File: src/rtl/sid_pkg.sv
package sid_pkg;
  localparam int OP_W   = 8;
  localparam int PAR_W  = 8;
  localparam int DATA_W = 32;

  typedef enum logic [OP_W-1:0] {
    OP_NOP      = 8'h00,
    OP_SET_SEL  = 8'h41,
    OP_SET_MODE = 8'h42,
    OP_SET_MASK = 8'h43,
    OP_ENABLE   = 8'h44,
    OP_RD_SEL   = 8'h51,
    OP_RD_MODE  = 8'h52,
    OP_RD_MASK  = 8'h53
  } sid_op_e;

  localparam logic [1:0] POL_ROTATE = 2'b00;
  localparam int         MODE_TRIG_BIT = 4;
endpackage

File: src/rtl/sid_cfg.sv
module sid_cfg
  import sid_pkg::*;
#(
  parameter int N_LINES = 8,
  parameter int N_CORES = 4
) (
  input  logic                              clk_i,
  input  logic                              rst_ni,
  input  logic                              cmd_valid_i,
  input  logic [OP_W-1:0]                   cmd_op_i,
  input  logic [PAR_W-1:0]                  cmd_param_i,
  input  logic [DATA_W-1:0]                 cmd_data_i,
  output logic [DATA_W-1:0]                 rdata_o,
  output logic                              en_o,
  output logic [N_LINES-1:0]                mask_o,
  output logic [N_LINES-1:0]                lvl_o,
  output logic [N_LINES-1:0]                rot_o,
  output logic [N_LINES-1:0][N_CORES-1:0]   sel_o
);
  localparam int IDX_W = $clog2(N_LINES);
  localparam logic [PAR_W-1:0] LIM = PAR_W'(N_LINES);

  logic [N_LINES-1:0][1:0]         pol_q;
  logic [N_LINES-1:0]              lvl_q, mask_q;
  logic [N_LINES-1:0][N_CORES-1:0] sel_q;
  logic                            en_q;
  logic [DATA_W-1:0]               rdata_q;

  logic             hit;
  logic [IDX_W-1:0] idx;
  assign hit = cmd_param_i < LIM;
  assign idx = cmd_param_i[IDX_W-1:0];

  always_ff @(posedge clk_i or negedge rst_ni) begin
    if (!rst_ni) begin
      pol_q   <= '0;
      lvl_q   <= '1;
      mask_q  <= '1;
      sel_q   <= '0;
      en_q    <= 1'b0;
      rdata_q <= '0;
    end else if (cmd_valid_i) begin
      unique case (cmd_op_i)
        OP_SET_SEL:  if (hit) sel_q[idx] <= cmd_data_i[N_CORES-1:0];
        OP_SET_MODE: if (hit) begin
          pol_q[idx] <= cmd_data_i[1:0];
          lvl_q[idx] <= cmd_data_i[MODE_TRIG_BIT];
        end
        OP_SET_MASK: if (hit) mask_q[idx] <= cmd_data_i[0];
        OP_ENABLE:   en_q <= 1'b1;
        OP_RD_SEL:   rdata_q <= hit ? {{(DATA_W-N_CORES){1'b0}}, sel_q[idx]} : '0;
        OP_RD_MODE:  rdata_q <= hit ? {{(DATA_W-5){1'b0}}, lvl_q[idx], 2'b00, pol_q[idx]} : '0;
        OP_RD_MASK:  rdata_q <= hit ? {{(DATA_W-1){1'b0}}, mask_q[idx]} : '0;
        default: ;
      endcase
    end
  end

  always_comb begin
    for (int i = 0; i < N_LINES; i++) rot_o[i] = (pol_q[i] == POL_ROTATE);
  end

  assign rdata_o = rdata_q;
  assign en_o    = en_q;
  assign mask_o  = mask_q;
  assign lvl_o   = lvl_q;
  assign sel_o   = sel_q;

  // enable is sticky
  a_r6_enable_sticky: assert property (@(posedge clk_i) disable iff (!rst_ni)
    en_o |=> en_o);
  // a mask write lands in the addressed line
  a_r5_mask_write: assert property (@(posedge clk_i) disable iff (!rst_ni)
    (cmd_valid_i && cmd_op_i == OP_SET_MASK && hit) |=> mask_o[$past(idx)] == $past(cmd_data_i[0]));
  // out-of-range line read returns zero
  a_r2_oob_read: assert property (@(posedge clk_i) disable iff (!rst_ni)
    (cmd_valid_i && cmd_op_i == OP_RD_SEL && !hit) |=> rdata_o == '0);
endmodule

File: src/rtl/sid_line.sv
module sid_line #(
  parameter int N_CORES = 4
) (
  input  logic               clk_i,
  input  logic               rst_ni,
  input  logic               en_i,
  input  logic               mask_i,
  input  logic               lvl_i,
  input  logic               rot_i,
  input  logic [N_CORES-1:0] sel_i,
  input  logic               irq_i,
  output logic [N_CORES-1:0] core_o
);
  localparam int IW = (N_CORES > 1) ? $clog2(N_CORES) : 1;

  logic               irq_q, act_q, own_q;
  logic [IW-1:0]      last_q;
  logic [N_CORES-1:0] out_q;

  // first selected core strictly after 'last', wrapping
  function automatic logic [IW:0] next_pick(input logic [IW-1:0] last,
                                            input logic [N_CORES-1:0] sel);
    logic [IW:0] r;
    r = '0;
    for (int k = N_CORES; k >= 1; k--) begin
      int j;
      j = (int'(last) + k) % N_CORES;
      if (sel[IW'(j)]) r = {1'b1, IW'(j)};
    end
    return r;
  endfunction

  logic               live, fresh, found, own_ok;
  logic [IW-1:0]      pick_idx, owner;
  logic [N_CORES-1:0] rot_vec, nxt;

  assign live  = en_i & ~mask_i & (lvl_i ? irq_i : (irq_i & ~irq_q));
  assign fresh = live & ~act_q;
  assign {found, pick_idx} = next_pick(last_q, sel_i);
  assign owner   = fresh ? pick_idx : last_q;
  assign own_ok  = fresh ? found : own_q;
  assign rot_vec = own_ok ? (N_CORES'(1) << owner) : '0;

  always_comb begin
    if (!live)      nxt = '0;
    else if (rot_i) nxt = rot_vec & sel_i;
    else            nxt = sel_i;
  end

  always_ff @(posedge clk_i or negedge rst_ni) begin
    if (!rst_ni) begin
      irq_q  <= 1'b0;
      act_q  <= 1'b0;
      own_q  <= 1'b0;
      last_q <= IW'(N_CORES - 1);
      out_q  <= '0;
    end else begin
      irq_q <= irq_i;
      act_q <= live;
      own_q <= fresh ? found : (live & own_q);
      if (fresh && found && rot_i) last_q <= pick_idx;
      out_q <= nxt;
    end
  end

  assign core_o = out_q;

  a_r6_off_quiet: assert property (@(posedge clk_i) disable iff (!rst_ni)
    !en_i |=> core_o == '0);
  a_r5_masked_quiet: assert property (@(posedge clk_i) disable iff (!rst_ni)
    mask_i |=> core_o == '0);
  a_r9_rot_single: assert property (@(posedge clk_i) disable iff (!rst_ni)
    rot_i |=> $onehot0(core_o));
  a_r8_within_sel: assert property (@(posedge clk_i) disable iff (!rst_ni)
    1'b1 |=> (core_o & ~$past(sel_i)) == '0);
  a_r10_edge_once: assert property (@(posedge clk_i) disable iff (!rst_ni)
    (!lvl_i && irq_i && $past(irq_i)) |=> core_o == '0);
endmodule

File: src/rtl/shared_irq_distributor.sv
module shared_irq_distributor
  import sid_pkg::*;
#(
  parameter int N_LINES = 8,
  parameter int N_CORES = 4
) (
  input  logic                       clk_i,
  input  logic                       rst_ni,
  input  logic                       cmd_valid_i,
  input  logic [7:0]                 cmd_op_i,
  input  logic [7:0]                 cmd_param_i,
  input  logic [31:0]                cmd_data_i,
  output logic [31:0]                rdata_o,
  input  logic [N_LINES-1:0]         irq_i,
  output logic [N_CORES*N_LINES-1:0] core_irq_o
);
  logic                            en;
  logic [N_LINES-1:0]              mask, lvl, rot;
  logic [N_LINES-1:0][N_CORES-1:0] sel;
  logic [N_LINES-1:0][N_CORES-1:0] line_out;

  sid_cfg #(.N_LINES(N_LINES), .N_CORES(N_CORES)) u_cfg (
    .clk_i, .rst_ni, .cmd_valid_i, .cmd_op_i, .cmd_param_i, .cmd_data_i,
    .rdata_o, .en_o(en), .mask_o(mask), .lvl_o(lvl), .rot_o(rot), .sel_o(sel)
  );

  for (genvar i = 0; i < N_LINES; i++) begin : g_line
    sid_line #(.N_CORES(N_CORES)) u_line (
      .clk_i, .rst_ni, .en_i(en), .mask_i(mask[i]), .lvl_i(lvl[i]),
      .rot_i(rot[i]), .sel_i(sel[i]), .irq_i(irq_i[i]), .core_o(line_out[i])
    );
    // core c sees line i at bit c*N_LINES+i
    for (genvar c = 0; c < N_CORES; c++) begin : g_core
      assign core_irq_o[c*N_LINES+i] = line_out[i][c];
    end
  end
endmodule

File: config.mk
export PLATFORM = sky130hd
export DESIGN_NAME = shared_irq_distributor
export DESIGN_NICKNAME = d
export VERILOG_FILES = /design/src/rtl/sid_pkg.sv /design/src/rtl/sid_cfg.sv /design/src/rtl/sid_line.sv /design/src/rtl/shared_irq_distributor.sv
export SDC_FILE = /design/constraint.sdc
export NUM_CORES = 1
export LEC_CHECK = 0
export BUFFER_PORTS_ARGS = -buffer_cell sky130_fd_sc_hd__clkbuf_2
export CORE_MARGIN = 2
export CORE_UTILIZATION = 52
export DETAILED_ROUTE_END_ITERATION = 8
export GPL_TIMING_DRIVEN = 0
export MAX_ROUTING_LAYER = met4
export PLACE_DENSITY = 0.82
export SLEW_MARGIN = 20
export SYNTH_ARGS = -nofsm -noshare
export SYNTH_HDL_FRONTEND = slang
export SYNTH_HIERARCHICAL = 1
export SYNTH_SLANG_ARGS = --single-unit
export TNS_END_PERCENT = 20
File: constraint.sdc
create_clock -name clk_i -period 1.7 [get_ports clk_i]
set_input_delay 0.34 -clock clk_i [delete_from_list [all_inputs] [get_ports clk_i]]
set_output_delay 0.34 -clock clk_i [all_outputs]
set_load 0.02 [all_outputs]
* Yosys cells after proc, flatten, opt, wreduce, memory -nomap -nowiden
Cells that the tools add are included.
Word-level totals: flip-flop bits (word level) 169, output and inout port bits 64
Cells by class: add/subtract/negate cells 32, order comparisons 35, equal/unequal tests 7, shift-type cells 8, mux-type cells 206, bitwise logic cells 72, reductions and logical operators 31
Operator list (count):
- $lt 2x4->1 const B | 32
- $mux 4 | 27
- $mux 3 | 32
- $pmux 32 s3 | 1
- $mux 1 | 92
- $bmux 1 s2 | 32
- $eq 8x7->1 const B | 7
- $and 1x1->1 | 40
- $add 2x1->2 const B | 16
- $add 2x2->2 const B | 16
- $and 4x4->4 | 8
- $bwmux 32 | 1
- $shl 1x2->4 const A | 8
- $not 1->1 | 24
- $mux 2 | 10
- $logic_and 1x1->1 | 17
- $bwmux 16 | 1
- $bwmux 8 | 2
- $logic_not 2->1 | 8
- $bmux 4 s3 | 1
- $demux 4 s3 | 1
- $reduce_and 3->1 | 3
- $lt 8x4->1 const B | 1
- $bmux 1 s3 | 2
- 8 further kinds | 9

* Logic depth before layout (Yosys ltp)
Gate-level depths: netlist (run 1).
depth after elaboration 14, depth in mapped cells 8, gate-level depth less buffers 6

* Cells and area by module
The synthesis (run 1) kept the hierarchy.
Modules (own cells, without submodules):
- sid_line | times used 8, cells each 51, area an instance 564.3 µm², seq. area each 227.7 µm²
- sid_cfg | times used 1, cells each 308, area an instance 3666.0 µm², seq. area each 1771.7 µm²

* Worst setup path before layout (run 1)
No wires, ideal clock.
path kind in2reg, from input port cmd_param_i[5], to register u_cfg/pol_q[10] (netlist name), data arrival time 2.029 ns, data required time 1.575 ns, slack -0.454 ns, stages 5, cells stage by stage or4_4 or3b_4 nor3_4 nand2_1 mux2_2
Between the ends: cells in the longest elaborated chain, start to end 2
Ends and longest elaborated chain:
- from (decl) | RTL line shared_irq_distributor.sv:11 | input logic [7:0] cmd_param_i,
- $lt 8x4->1 | RTL line sid_cfg.sv:31 | assign hit = cmd_param_i < LIM;
- $reduce_and 3->1 (no line)
- to (signal, indexed assignment) | RTL line sid_cfg.sv:46 | pol_q[idx] <= cmd_data_i[1:0];
- to (decl) | RTL line sid_cfg.sv:23 | logic [N_LINES-1:0][1:0] pol_q;
Every way passes these cells. A chain may end at the register's enable or synchronous reset.

* Worst setup path in the final report (run 1)
from input port cmd_param_i[5], to register u_cfg/pol_q[0] (netlist name)
Same word-level chain as after synthesis.

==> reports/results.txt, run 1 <==
Vias per cell -> 5.90
Synth area leader -> dfrtp_1
Final Max Slew Viols -> 0
Failing checks -> setup timing
Ports -> 123
DR top layer -> met4
CP startpoint kind -> input pin
Worst-path maximum fanout -> 8
Setup violators final -> 53
First-pass GRT wire length -> 31.0 mm
Footprint of the multi-input gates -> 4500 um^2
CP Buf/Inv Count -> 2
Wire length per cell -> 18.8 um
Root buf cell -> clkbuf_16
TritonCTS clock tree -> done
P&R area growth vs syn -> 20.2%
HPWL Detailed -> 13.3 mm
H-tree levels -> 4
Initial antenna violation count -> 0
Cell variety after synth -> 61
Worst Path Arrival -> 2.10 ns
Critical path's slowest cell -> or4_4
Die Footprint -> 16800 um^2
Post-synthesis sequential area ratio -> 0.439
Hold Violations, Final -> 0
Clock Latency Late Sink -> 0.43 ns
Final wirelength -> 19.8 mm
Deepest clock path buffer count -> 2
Crit Path Class -> in -> reg
Area contributors post-synth -> dfrtp_1 (34%), mux2_2 (12%), dfstp_2 (10%)
Setup_tns -> -2.13 ns
Ant diodes -> 0
Worst Max-Slew Pin Slew -> 0.680 ns
F_max -> 557 MHz
Worst path required time -> 2.01 ns
DRT iter0 DRCs -> 388
Rel. slew slack -> 0.547
Unrepaired setup endpoints after global routing -> true
Starting Density -> 0.534
Post-Synthesis Cells -> 716
Vias -> 6228
Overflow after GRT -> 0
Core Footprint -> 15300 um^2
Clock Sink Count -> 142
Top FF cell, synth -> dfrtp_1
Routed length on met3 -> 1.34 mm
Clk_skew -> 0.00647 ns
CTS buffer count -> 17
Final core occ -> 0.642
Cells along the critical path -> clkbuf_2 -> or4_4 -> or3b_4 -> nor3_4 -> buf_12 -> nand2_2 -> mux2_2
Clock Pin Slew Worst Setup and Hold Paths -> 0.06 ns
DRT antenna net count -> 0
Power density over the cells -> 775 nW/um^2
Static leakage -> 0.00461 uW
Status -> complete, but fails checks
Most frequent cell after synthesis -> dfrtp_1
Critical path's largest stage delay -> 0.53 ns
Max-cap viol count -> 0
Type of the tightest min-delay check -> in -> reg
Die H -> 129 um
Chip Width -> 129 um
Asr flop ratio synth -> 1.00
Synthesized area per cell -> 11.4 um^2
Final worst slack -> -0.0941 ns
M1 wire length -> 8.21 mm
All-Layer GR Usage -> 0.247
Syn Std Cell Area -> 8180 um^2
# DRC -> 0
Fin crit share -> 1.06
I/O Buffers -> 65
Synth top area share -> 0.336
CP top delay family -> simple AND/OR/NAND/NOR gates
Nets -> 891
Number of synthesized flops with an enable pin -> 0
Rows -> 45
Post-route minimum period -> 1.79 ns
Largest net degree at the start of global routing -> 85
DR WL met2 -> 9.68 mm
CP endpoint kind -> register
FF+latch area -> 3600 um^2
Post-synth top cells -> dfrtp_1 (110), mux2_2 (87), nor2_1 (55)
Pre-Repair DR Iteration Count -> 6
Number of global-route vias before repair -> 5994
GP Congestion -> 0.933
Filler cell count -> 1172
Synth Register Bits -> 142
Maximum VDD drop -> 0.756 mV
Layout cell share with drive strength beyond 1 -> 0.453
Synth warn -> 6
-- cells by family (layout without fill, tap and decap cells) --
kind of cell / Yosys count / after routing / synth area share
AOI/OAI and AO/OA: 148 / 148 / 0.166
buffers and inverters: 76 / 179 / 0.0548
muxes: 114 / 114 / 0.162
and+or+nand+nor: 235 / 235 / 0.178
DFF: 142 / 142 / 0.439
other: 1 / 27 / 0.000458
-- area by class of cell --
cell class | instances | share of cell area
flip-flops and latches | 142 | 0.366
clock buffers | 24 | 0.0480
well taps | 211 | 0.0269
multi-input cells | 524 | 0.457
plain buffers | 49 | 0.0359
repair buffers | 72 | 0.0442
inverters | 26 | 0.00993
clock inverters | 8 | 0.0117
-- registers in the layout, summed over array words and instances, names as in the netlist, 16 cells and up --
name                  count
g_line.u_line/core_o     32
u_cfg/pol_q              16
g_line.u_line/last_q     16
u_cfg/sel_o              32
-- worst register-to-register path: stages (launching register included) --
cell and delay (ns):
dfstp_2 0.55, nand2b_2 0.14, nand4b_4 0.16, or3_4 0.41, nor3_1 0.21, o211a_1 0.21
-- per-layer routing --
| metal | GRT usage | vias up |
|---|---|---|
| met1 | 0.313 | 3071 |
| met3 | 0.0714 | 62 |
| met4 | 0.0968 | 0 |
| met2 | 0.376 | 247 |
| met5 | - | - |
| li1 | - | 2848 |
-- report_power, final --
group	internal (uW)	total [uW]	switching, uW
registers	3400	3430	30.8
logic	146	447	301
clock network	2370	3740	1370
total	5920	7620	1700
-- placed cells by master, fill, tap and decap left out, types with 16 or more instances in the layout --
cell,instances
dfrtp_1,109
mux2_2,87
clkbuf_2,69
nor2_1,55
nand2_1,47
dfstp_2,32
buf_4,30
conb_1,27
a21o_1,24
mux2i_1,20
inv_1,19
a21oi_1,19
nand2b_1,18
clkbuf_16,17
and3_1,16
-- what timing repair did --
item | CTS | global route
hold buffers | 1 | 0
endpoints found under the setup margin | 116 | 113
pin swaps | 8 | 20
buffers inserted | 5 | 0
gates resized for setup | 23 | 39
endpoints found under the hold margin | 45 | 0
-- metrics by stage --
step           total power [uW]  std cells  cell area (um^2)  hold slack [ns]  worst slack, ns
2_1_floorplan              3730        742              8280           0.0444           -0.454
3_3_place_gp               3910       1018              8870            0.467            -2.02
5_1_grt                    7870       1056              9830           0.0528           -0.139
3_5_place_dp               3920       1019              8900            0.347           -0.835
4_1_cts                    7670       1056              9620           0.0562           -0.118
6_report                   7620       1056              9830           0.0692          -0.0941
-- path summary, 6_finish.rpt --
check / startpoint / to / slack, ns / cells past startpoint
max in group asynchronous: rst_ni / u_cfg/lvl_o[7] / 0.47 / 3
setup reg to reg: u_cfg/lvl_o[0] / g_line[0].u_line/core_o[0] / -0.05 / 5
hold / removal: irq_i[6] / g_line[6].u_line/irq_q / 0.07 / 1
hold reg to reg: u_cfg/rdata_o[2] / u_cfg/rdata_o[2] / 0.50 / 2
min in group asynchronous: rst_ni / g_line[2].u_line/act_q / 0.44 / 2
setup / recovery: cmd_param_i[5] / u_cfg/pol_q[0] / -0.09 / 7
Note: power is estimated with default switching activity, not from simulation.
==> run 2, diff against run 1 <==
- CORE_ASPECT_RATIO: not set -> 0.7
==> reports/results.txt, run 2 (synthesis gave the netlist of run 1 again) <==
Status -> complete, but fails checks
Failing checks -> setup timing
F_max -> 559 MHz
Reg2reg start -> u_cfg/lvl_o[2]
Unrepaired setup endpoints after global routing -> true
First-pass GRT wire length -> 31.6 mm
Hold Violations, Final -> 0
Tot Pwr -> 7310 uW
Worst path required time -> 2.00 ns
Rel. slew slack -> 0.512
Ports -> 123
Chip Width -> 154 um
H-tree levels -> 4
Deepest clock path buffer count -> 2
Largest net degree at the start of global routing -> 77
Overflow after GRT -> 0
Die Footprint -> 16800 um^2
Rows -> 38
Max-cap viol count -> 0
Type of the tightest min-delay check -> in -> reg
Die H -> 109 um
Setup_tns -> -2.60 ns
Power density over the cells -> 747 nW/um^2
Worst Path Arrival -> 2.09 ns
Filler cell count -> 1176
Worst Max-Slew Pin Slew -> 0.732 ns
Initial antenna violation count -> 0
Worst R2R Setup Slack -> -0.02 ns
Crit Path Class -> in -> reg
Min-Delay Startpoint -> irq_i[3]
Setup violators final -> 68
# DRC -> 0
Leading cell type in the layout, fill and taps excluded -> dfrtp_1
Worst r2r path cells -> 5
GP Congestion -> 0.977
Ant diodes -> 0
All-Layer GR Usage -> 0.249
Footprint of the multi-input gates -> 4500 um^2
Worst-path maximum fanout -> 8
Most frequent cells in the layout -> dfrtp_1 (109), mux2_2 (87), clkbuf_2 (69), nor2_1 (55), nand2_1 (47)
Worst slack, placed -> -0.812 ns
Maximum VDD drop -> 0.571 mV
DRT antenna net count -> 0
P&R area growth vs syn -> 19.6%
CP startpoint kind -> input pin
Clk_skew -> 0.0101 ns
I/O Buffers -> 65
Final Max Slew Viols -> 0
Clock Pin Slew Worst Setup and Hold Paths -> 0.06 ns
Static leakage -> 0.00463 uW
Starting Density -> 0.529
CTS buffer count -> 17
Non-filler instance count after layout -> 1045
HPWL Detailed -> 13.6 mm
FF+latch area -> 3600 um^2
Hold Crit Depth -> 1
Post-route minimum period -> 1.79 ns
Clock Latency Late Sink -> 0.42 ns
Clock Sink Count -> 142
DRT iter0 DRCs -> 499
Root buf cell -> clkbuf_16
TritonCTS clock tree -> done
Wire length per cell -> 19.1 um
Final worst slack -> -0.0885 ns
Worst reg2reg endpoint -> g_line[2].u_line/core_o[2]
Final wirelength -> 19.9 mm
Vias -> 6334
Placed Instances -> 1008
Vias per cell -> 6.06
CP endpoint kind -> register
Pre-Repair DR Iteration Count -> 5
Fin crit share -> 1.05
Layout cell share with drive strength beyond 1 -> 0.460
Hold endpoint -> g_line[3].u_line/irq_q
Nets -> 891
Number of global-route vias before repair -> 5868
Core Footprint -> 15500 um^2
==> run 2: cell types whose count changed in the layout (fill, tap and decap cells not counted), sizes merged <==
cell	previous run	this run
clkinv	5	7
clkinvlp	0	4
clkbuf	101	96
bufinv	3	0
inv	26	28
==> run 2: through the flow <==
stage	hold slack [ns]	utilization	instance area [um^2]
5_1_grt	0.0678	0.633	9790
6_report	0.0770	0.633	9790
3_5_place_dp	0.369	0.575	8890
4_1_cts	0.0693	0.618	9540
2_1_floorplan	0.0444	-	8280
3_3_place_gp	0.476	0.573	8850
==> run 2: cell type report <==
cell class	count	share of cell area
Clock buffer	19	0.0463
Timing Repair Buffer	72	0.0456
Tap cell	200	0.0256
Multi-Input combinational cell	524	0.460
Inverter	26	0.00997
Sequential cell	142	0.368
Clock inverter	13	0.00921
Buffer	49	0.0361
==> run 2: critical path: stages <==
cell	delay, ns
clkbuf_2	0.08
or4_4	0.52
or3b_4	0.42
nor3_4	0.16
buf_12	0.17
nand2_2	0.10
mux2_2	0.30
==> run 2: how the worst max path moves through the flow <==
stage / from / endpoint / cells past startpoint
6_report: cmd_param_i[5] / u_cfg/pol_q[15] / 7
5_1_grt: cmd_param_i[5] / u_cfg/mask_o[5] / 7
4_1_cts: cmd_param_i[5] / u_cfg/pol_q[5] / 7
3_5_place_dp: cmd_param_i[5] / u_cfg/pol_q[4] / 6
3_3_place_gp: rst_ni / g_line[7].u_line/core_o[2] / 1
2_1_floorplan: cmd_param_i[5] / u_cfg/pol_q[10] / 5
==> run 2: layer usage <==
metal,track usage,up-vias,wire [um]
met4,0.0741,0,289
met1,0.349,3191,9060
met3,0.0624,31,1540
li1,-,2851,-
met2,0.360,261,9030
met5,-,-,0
==> run 2: timing repair <==
| action | in CTS | in global routing |
|---|---|---|
| hold endpoints to repair | 51 | 0 |
| hold buffers | 1 | 0 |
| gates resized for setup | 14 | 50 |
| pin swaps | 5 | 25 |
| endpoints found under the setup margin | 116 | 115 |
| setup buffers | 5 | 0 |
==> run 2: power breakdown <==
group / total, uW / internal (uW) / switching (uW)
sequential: 3420 / 3400 / 16.5
clock: 3420 / 1940 / 1480
combinational: 474 / 156 / 318
==> run 3, diff against run 2 <==
- BUFFER_PORTS_ARGS: -buffer_cell sky130_fd_sc_hd__clkbuf_2 -> -buffer_cell sky130_fd_sc_hd__buf_2
==> reports/results.txt, run 3 (synthesis gave the netlist of run 1 again) <==
Status -> complete, but fails checks
Failing checks -> setup timing
Power density over the cells -> 757 nW/um^2
Worst r2r path cells -> 4
Cells along the critical path -> buf_6 -> or4_4 -> or3b_4 -> nor3_4 -> buf_6 -> nand2_4 -> mux2_4
Met3 Use GR -> 0.0668
Most used cell, CP -> buf_6
Sw Ratio -> 0.244
# DRC -> 0
Vias per cell -> 6.05
Final wirelength -> 20.3 mm
Core Footprint -> 15500 um^2
TritonCTS clock tree -> done
F_max -> 546 MHz
Critical path's largest stage delay -> 0.53 ns
Worst slack, placed -> -0.848 ns
Worst path required time -> 2.00 ns
Static leakage -> 0.00475 uW
Worst-path maximum fanout -> 4
Worst R2R Setup Slack -> -0.04 ns
CP endpoint kind -> register
Vias -> 6359
Worst reg2reg endpoint -> g_line[2].u_line/core_o[2]
Clk_skew -> 0.00858 ns
Leading cell type in the layout, fill and taps excluded -> dfrtp_1
First-pass GRT wire length -> 31.8 mm
Ports -> 123
GR Util met1 -> 0.346
Min-Delay Startpoint -> irq_i[6]
Critical path's slowest cell -> or4_4
Hold Crit Depth -> 1
HPWL Detailed -> 13.8 mm
Clock Sink Count -> 142
P&R area growth vs syn -> 20.6%
Root buf cell -> clkbuf_16
DRT antenna net count -> 0
Internal -> 5650 uW
Reg2reg start -> u_cfg/sel_o[9]
Clock Latency Late Sink -> 0.42 ns
Filler cell count -> 1145
Share of total power in the clock network -> 0.478
GP Congestion -> 0.972
Rel. slew slack -> 0.571
CTS buffer count -> 17
Rows -> 38
Type of the tightest min-delay check -> in -> reg
Unrepaired setup endpoints after global routing -> true
Clock Pin Slew Worst Setup and Hold Paths -> 0.06 ns
Sequential Power Share -> 0.458
Fin crit share -> 1.08
Number of global-route vias before repair -> 5976
CP startpoint kind -> input pin
All-Layer GR Usage -> 0.253
Final Max Slew Viols -> 0
Post-route minimum period -> 1.83 ns
DRT iter0 DRCs -> 599
Crit Path Class -> in -> reg
Tot Pwr -> 7470 uW
P_sw -> 1820 uW
Hold Violations, Final -> 0
Worst Max-Slew Pin Slew -> 0.641 ns
Initial antenna violation count -> 0
Hold endpoint -> g_line[6].u_line/irq_q
Layout cell share with drive strength beyond 1 -> 0.458
Nets -> 897
Setup violators final -> 67
Die Footprint -> 16800 um^2
Most frequent cells in the layout -> dfrtp_1 (109), mux2_2 (86), buf_2 (64), nor2_1 (55), nand2_1 (47)
Deepest clock path buffer count -> 2
Max-cap viol count -> 0
Largest net degree at the start of global routing -> 76
H-tree levels -> 4
Wire length per cell -> 19.3 um
Starting Density -> 0.529
Maximum VDD drop -> 0.569 mV
Met2 usage -> 0.371
Chip Width -> 154 um
Busiest grt layer -> met2
Pre-Repair DR Iteration Count -> 5
Overflow after GRT -> 0
Ant diodes -> 0
Hold_ws -> 0.0700 ns
I/O Buffers -> 65
Logic pwr share -> 0.064
Final worst slack -> -0.132 ns
Worst Path Arrival -> 2.14 ns
Die H -> 109 um
-- run 3: final cells by class --
cell class,instances,area (um^2),area share
buffer,49,353,0.0358
sequential,142,3600,0.365
clock buffer,19,453,0.0459
clock inverter,13,114,0.0115
multi-input combinational,524,4500,0.457
inverter,26,100,0.0101
timing repair buffer,78,494,0.0501
tap,200,250,0.0254
-- run 3: power by group through the flow --
stage	combinational, uW	sequential [uW]	clock [uW]
after CTS	468	3420	3630
after floorplan	246	3480	0
after global routing	524	3420	3780
after global placement	412	3490	0
after detailed placement	431	3490	0
final	481	3420	3570
-- run 3: worst max-delay path by stage --
stage                     slack (ns)  cells after the start                         end      startpoint
final                          -0.13                      7             u_cfg/pol_q[12]  cmd_param_i[7]
after global routing           -0.14                      7             u_cfg/pol_q[14]  cmd_param_i[7]
after CTS                      -0.16                      7             u_cfg/pol_q[12]  cmd_param_i[7]
after detailed placement       -0.85                      6             u_cfg/pol_q[12]  cmd_param_i[5]
after global placement         -1.66                      1  g_line[7].u_line/core_o[0]          rst_ni
after floorplan                -0.45                      5             u_cfg/pol_q[10]  cmd_param_i[5]
-- run 3: metal layers --
metal	wire (um)	vias to the layer above	part of all wire
li1	-	2875	-
met1	9080	3174	0.45
met2	9310	268	0.46
met3	1560	42	0.077
met4	354	0	0.017
met5	0	-	0
-- run 3: timing repair --
item | CTS | global route
gates cloned | 0 | 0
hold endpoints to repair | 52 | 0
gates resized for setup | 26 | 42
setup endpoints to repair | 116 | 115
pin swaps | 5 | 23
setup buffers | 6 | 5
hold buffers | 1 | 0
-- run 3: through the flow --
step           setup TNS (ns)  cell area (um^2)  utilization  cells
3_5_place_dp           -71.57              8890        0.575   1008
5_1_grt                 -7.63              9870        0.638   1051
3_3_place_gp          -275.64              8850        0.573   1007
6_report                -4.78              9870        0.638   1051
4_1_cts                 -5.08              9630        0.623   1046
2_1_floorplan          -21.52              8280            -    742
-- run 3: worst max-delay path, delay by kind of cell --
kind                   cells  cell delay, ns
buffers and inverters      2            0.26
AND/OR/NAND/NOR            4            1.22
multiplexers               1            0.32
